`src/rtl/cfgf_pkg.sv`:
```
package cfgf_pkg;

    typedef enum logic [1:0] {
        RT_DROP   = 2'b00,
        RT_ONES   = 2'b01,
        RT_DIRECT = 2'b10,
        RT_PACKET = 2'b11
    } route_e;

    localparam logic [1:0] SZ_BYTE = 2'd0;
    localparam logic [1:0] SZ_HALF = 2'd1;

endpackage

```
`src/rtl/cfgf_classify.sv`:
```
module cfgf_classify #(
    parameter int unsigned BUS_W    = 8,
    parameter int unsigned DEV_W    = 5,
    parameter int unsigned FN_W     = 3,
    parameter int unsigned OFF_W    = 12,
    parameter int unsigned HIDE_OFS = 'h010
) (
    input  logic [BUS_W-1:0] bus,
    input  logic [DEV_W-1:0] dev,
    input  logic [FN_W-1:0]  fn,
    input  logic [OFF_W-1:0] off,
    input  logic [BUS_W-1:0] root_bus,
    input  logic             link_active,
    output logic             is_root,
    output logic             is_hidden,
    output logic             is_invalid
);
    localparam logic [OFF_W-1:0] HIDE_AT = OFF_W'(HIDE_OFS);

    logic [BUS_W:0] below_root;
    logic           on_first_down;
    logic           dev_nonzero;

    always_comb begin
        below_root    = {1'b0, root_bus} + {{BUS_W{1'b0}}, 1'b1};
        on_first_down = ({1'b0, bus} == below_root);
        dev_nonzero   = |dev;
        is_root       = (bus == root_bus);
        is_hidden     = is_root && !dev_nonzero && (fn == '0) && (off == HIDE_AT);
        is_invalid    = (!is_root && !link_active)
                     || (is_root && dev_nonzero)
                     || (on_first_down && dev_nonzero);
    end
endmodule

```
`src/rtl/cfgf_ones_fill.sv`:
```
module cfgf_ones_fill #(
    parameter int unsigned DATA_W = 32
) (
    input  logic [1:0]        size,
    output logic [DATA_W-1:0] ones
);
    localparam int unsigned LANES = DATA_W / 8;

    logic [3:0] nbytes;

    always_comb begin
        case (size)
            cfgf_pkg::SZ_BYTE: nbytes = 4'd1;
            cfgf_pkg::SZ_HALF: nbytes = 4'd2;
            default:           nbytes = 4'(LANES);
        endcase
    end

    for (genvar i = 0; i < LANES; i++) begin : g_lane
        assign ones[i*8 +: 8] = (4'(i) < nbytes) ? 8'hFF : 8'h00;
    end
endmodule

```
`src/rtl/cfgf_root_track.sv`:
```
module cfgf_root_track #(
    parameter int unsigned BUS_W      = 8,
    parameter int unsigned ROOT_RESET = 0
) (
    input  logic             clk,
    input  logic             rst_n,
    input  logic             upd,
    input  logic [BUS_W-1:0] upd_val,
    output logic [BUS_W-1:0] root_bus
);
    logic [BUS_W-1:0] root_d, root_q;

    always_comb begin
        root_d = root_q;
        if (upd) root_d = upd_val;
    end

    always_ff @(posedge clk) begin
        if (!rst_n) root_q <= BUS_W'(ROOT_RESET);
        else        root_q <= root_d;
    end

    assign root_bus = root_q;
endmodule

```
`src/rtl/cfg_access_router.sv`:
```
module cfg_access_router #(
    parameter int unsigned BUS_W      = 8,
    parameter int unsigned DEV_W      = 5,
    parameter int unsigned FN_W       = 3,
    parameter int unsigned OFF_W      = 12,
    parameter int unsigned DATA_W     = 32,
    parameter int unsigned ADDR_W     = 32,
    parameter logic [ADDR_W-1:0] WINDOW_OFS = 'h0010_0000,
    parameter int unsigned HIDE_OFS   = 'h010,
    parameter int unsigned PRIBUS_OFS = 'h018,
    parameter int unsigned ROOT_RESET = 0
) (
    input  logic              clk,
    input  logic              rst_n,
    input  logic              req_valid,
    input  logic              req_write,
    input  logic [BUS_W-1:0]  req_bus,
    input  logic [DEV_W-1:0]  req_dev,
    input  logic [FN_W-1:0]   req_fn,
    input  logic [OFF_W-1:0]  req_off,
    input  logic [1:0]        req_size,
    input  logic [DATA_W-1:0] req_wdata,
    input  logic              link_active,
    input  logic [ADDR_W-1:0] cfg_base,
    output logic              rsp_valid,
    output logic [1:0]        rsp_route,
    output logic [ADDR_W-1:0] rsp_addr,
    output logic [OFF_W-1:0]  rsp_pkt_off,
    output logic [DATA_W-1:0] rsp_rdata
);
    import cfgf_pkg::*;

    localparam logic [OFF_W-1:0] PRIBUS_AT = OFF_W'(PRIBUS_OFS);

    typedef struct packed {
        logic              valid;
        route_e            route;
        logic [ADDR_W-1:0] addr;
        logic [OFF_W-1:0]  pkt_off;
        logic [DATA_W-1:0] rdata;
    } rsp_t;

    rsp_t rsp_d, rsp_q;

    logic             is_root, is_hidden, is_invalid;
    logic [BUS_W-1:0] root_bus;
    logic [DATA_W-1:0] ones;
    logic             snoop_upd;
    route_e           route_c;
    logic             unused_wdata_hi;

    assign unused_wdata_hi = ^req_wdata[DATA_W-1:BUS_W];

    cfgf_classify #(
        .BUS_W(BUS_W), .DEV_W(DEV_W), .FN_W(FN_W),
        .OFF_W(OFF_W), .HIDE_OFS(HIDE_OFS)
    ) u_classify (
        .bus(req_bus), .dev(req_dev), .fn(req_fn), .off(req_off),
        .root_bus(root_bus), .link_active(link_active),
        .is_root(is_root), .is_hidden(is_hidden), .is_invalid(is_invalid)
    );

    cfgf_ones_fill #(.DATA_W(DATA_W)) u_fill (
        .size(req_size), .ones(ones)
    );

    cfgf_root_track #(.BUS_W(BUS_W), .ROOT_RESET(ROOT_RESET)) u_root (
        .clk(clk), .rst_n(rst_n), .upd(snoop_upd),
        .upd_val(req_wdata[BUS_W-1:0]), .root_bus(root_bus)
    );

    always_comb begin
        if (is_hidden || is_invalid) route_c = req_write ? RT_DROP : RT_ONES;
        else if (is_root)            route_c = RT_DIRECT;
        else                         route_c = RT_PACKET;

        snoop_upd = req_valid && req_write && (route_c == RT_DIRECT)
                 && (req_off == PRIBUS_AT);

        rsp_d = '0;
        if (req_valid) begin
            rsp_d.valid = 1'b1;
            rsp_d.route = route_c;
            case (route_c)
                RT_ONES:   rsp_d.rdata   = ones;
                RT_DIRECT: rsp_d.addr    = cfg_base + WINDOW_OFS + ADDR_W'(req_off);
                RT_PACKET: rsp_d.pkt_off = {req_off[OFF_W-1:2], 2'b00};
                default:   ;
            endcase
        end
    end

    always_ff @(posedge clk) begin
        if (!rst_n) rsp_q <= '0;
        else        rsp_q <= rsp_d;
    end

    assign rsp_valid   = rsp_q.valid;
    assign rsp_route   = rsp_q.route;
    assign rsp_addr    = rsp_q.addr;
    assign rsp_pkt_off = rsp_q.pkt_off;
    assign rsp_rdata   = rsp_q.rdata;
endmodule

```
`config.mk`:
```
export PLATFORM = sky130hd
export DESIGN_NAME = cfg_access_router
export DESIGN_NICKNAME = d
export VERILOG_FILES = /design/src/rtl/cfgf_pkg.sv /design/src/rtl/cfgf_classify.sv /design/src/rtl/cfgf_ones_fill.sv /design/src/rtl/cfgf_root_track.sv /design/src/rtl/cfg_access_router.sv
export SDC_FILE = /design/constraint.sdc
export NUM_CORES = 1
export LEC_CHECK = 0
export ABC_CLOCK_PERIOD_IN_PS = 4100
export BUFFER_PORTS_ARGS = -buffer_cell sky130_fd_sc_hd__buf_4
export CAP_MARGIN = 15
export CORE_UTILIZATION = 44
export CTS_BUF_LIST = sky130_fd_sc_hd__clkbuf_8 sky130_fd_sc_hd__clkbuf_16
export DETAILED_ROUTE_END_ITERATION = 6
export PLACE_DENSITY = 0.79
export SYNTH_ARGS = -nofsm -noshare
export SYNTH_HDL_FRONTEND = slang
export SYNTH_SLANG_ARGS = --single-unit
```
`constraint.sdc`:
```
create_clock -name clk -period 4.1 [get_ports clk]
set_input_delay 0.41 -clock clk [delete_from_list [all_inputs] [get_ports clk]]
set_output_delay 0.41 -clock clk [all_outputs]
set_load 0.01 [all_outputs]
```
==> run summary <==
Antenna Cells - 0
Total negative slack - 0 ns
CTS tree - yes
Tightest Pin Transition - 0.671 ns
Synthesized area - 3110 um2
Area leader, netlist - dfxtp_1
Post-Syn Area per Cell - 8.72 um2
Gr usage total - 21.2%
Area Overhead vs Synth - 39.6%
Final worst-path cycle share - 65.5%
Hold WC Path Type - in -> reg
Drt drc - 0
Crit path DAT - 2.95 ns
Routability cong. - 0.919
Status - completed
Final antenna-violating net count - 0
Num CTS Buffers - 9
Die H - 86.1 um
Final Hold Fails - 0
CP Class - in -> reg
CP max FO - 7
Inst Count DP - 571
H-tree depth - 3
Multi-input logic area - 1680 um2
Commonest cells after routing, fill and taps aside - buf_4, dfxtp_1, nor2_1
Worst Skew - 0.00732 ns
CP Capture Type - register
Detailed Routing Iterations Pass 1 - 4
Max IR drop VDD - 160 uV
# Max-Cap Violations - 0
First-pass GRT wire length - 12200 um
Share of post-route cells with drive strength above 1 - 35.4%
Post-synth EDFFs - 0
Worst Reg-to-Reg Cells - 8
YS warnings - 0
Area contributors post-synth - dfxtp_1, buf_4, xnor2_1, ha_1, nor2_1
Io pins - 178
Pwr dens - 316 nW/um2
Post-Synthesis Cells - 357
Post-CTS Setup Bufs - 0
Initial core utilization - 45.8%
Clk root buf - clkbuf_8
Via count - 2891
Register area share after synthesis - 36.7%
Setup repair after global routing missed its margin - no
CTS Sinks - 57
Setup violators final - 0
Slew Limit Headroom - 54.8%
WL per Instance - 13.6 um
Initial antenna violation count - 0
Most common cell after layout, fill and taps aside - buf_4
FP Rows - 30
Critical path required time - 4.36 ns
Clock Latency Late Sink - 0.33 ns
Routed wire length - 7980 um
Post-synth top flop - dfxtp_1
Pleak - 2.00 nW
Final Non-Filler Cells - 585
Die area - 7410 um2
Hold Buf Count CTS - 0
Fin nets - 600
Clock-pin slew on the worst setup and hold paths - 0.07 ns
Slew Viols, Final - 0
Hold Path Cell Cnt - 2
Storage element area - 1140 um2
Synth top area share - 36.7%
Largest net degree at the start of global routing - 33
DIE WIDTH - 86.1 um
Core Box Area - 6790 um2
Netlist cell types - 48
DRT iter0 DRCs - 98
Yosys reg bits - 57
Port bufs - 151
Fillers - 576
CP Launch Type - primary input
Final min period - 2.68 ns
DP HPWL - 6230 um
Gr ovfl total - 0
Clk buf depth - 2
Async S/R FF share, synth - 0%
Fmax achieved - 0.373 GHz
Vias per cell - 4.94
Post_cts resized - 0
Number of global-route vias before repair - 2702
## critical path, stage by stage
cell and delay [ns]:
buf_4 0.09, ha_1 0.16, inv_1 0.06, fa_1 0.38
nor2b_1 0.20, o211ai_1 0.14, a31oi_1 0.30, o21a_1 0.35
a21boi_0 0.30, or3_1 0.39, a21oi_1 0.16
## kinds of logic (layout without fill, tap and decap cells)
| kind of cell | after synthesis | after routing | synth area share [%] |
|---|---|---|---|
| flip-flops | 57 | 57 | 36.7 |
| multiplexers | 9 | 9 | 2.90 |
| buffers and inverters | 47 | 178 | 9.45 |
| XOR/XNOR | 34 | 34 | 9.57 |
| other | 1 | 2 | 0.121 |
| adder cells (fa/ha/maj) | 15 | 15 | 6.27 |
| AND/OR/NAND/NOR | 136 | 136 | 22.5 |
| AO/OA/AOI/OAI | 58 | 58 | 12.5 |
## metrics by stage
stage                     util (%)  total power [mW]  setup slack (ns)  hold WS [ns]  instance area, um2
after CTS                     63.9              1.38              1.43         0.293                4340
after global routing          63.9              1.43              1.25         0.301                4340
after floorplan                  -             0.701              1.68         0.521                3120
after detailed placement      60.8             0.798              1.11         0.567                4130
final                         63.9              1.37              1.42         0.302                4340
after global placement        60.8             0.793              1.22         0.538                4130
## worst paths after layout
kind         slack, ns                from                 end
min               0.30          req_off[9]      rsp_pkt_off[9]
max reg2reg       1.71  u_root.root_bus[1]      rsp_pkt_off[4]
max               1.42          req_off[0]        rsp_addr[30]
min reg2reg       0.58  u_root.root_bus[4]  u_root.root_bus[4]
## state kept, by name, indices dropped and copies added, names as in the netlist
name	cells
rsp_pkt_off	10
rsp_rdata	4
rsp_addr	32
rsp_valid	1
u_root.root_bus	8
rsp_route	2
## cells in the mapped netlist (7+ instances only)
cell type	instances
a21oi_1	14
and2_1	11
buf_4	31
dfxtp_1	57
ha_1	14
inv_1	11
mux2i_1	9
nand2_1	20
nand3_1	12
nor2_1	41
nor2b_1	14
nor3_1	7
o21ai_0	8
xnor2_1	22
xor2_1	12
## power breakdown
part / leakage, nW / internal [mW] / switching, mW
sequential: 0.461 / 0.559 / 0.00292
combinational: 1.43 / 0.119 / 0.107
clock: 0.111 / 0.368 / 0.218
total: 2.00 / 1.05 / 0.329
## routing by layer
layer  GRT usage, %  share of wire (%)  wire, um  vias to the layer above
met5              0                  0         0                        -
met4           11.2                3.0       237                        0
met3           5.39                6.6       530                       20
met2           38.0                 49      3940                      116
met1           22.8                 41      3270                     1305
li1               -                  -         -                     1450
## cell type report
class,count,share of cell area [%]
multi-input combinational,254,38.7
sequential,57,26.3
timing repair buffer,152,26.3
clock buffer,11,3.49
tap,96,2.76
clock inverter,3,1.50
inverter,12,1.04
Power figures use the tool's default switching activity.
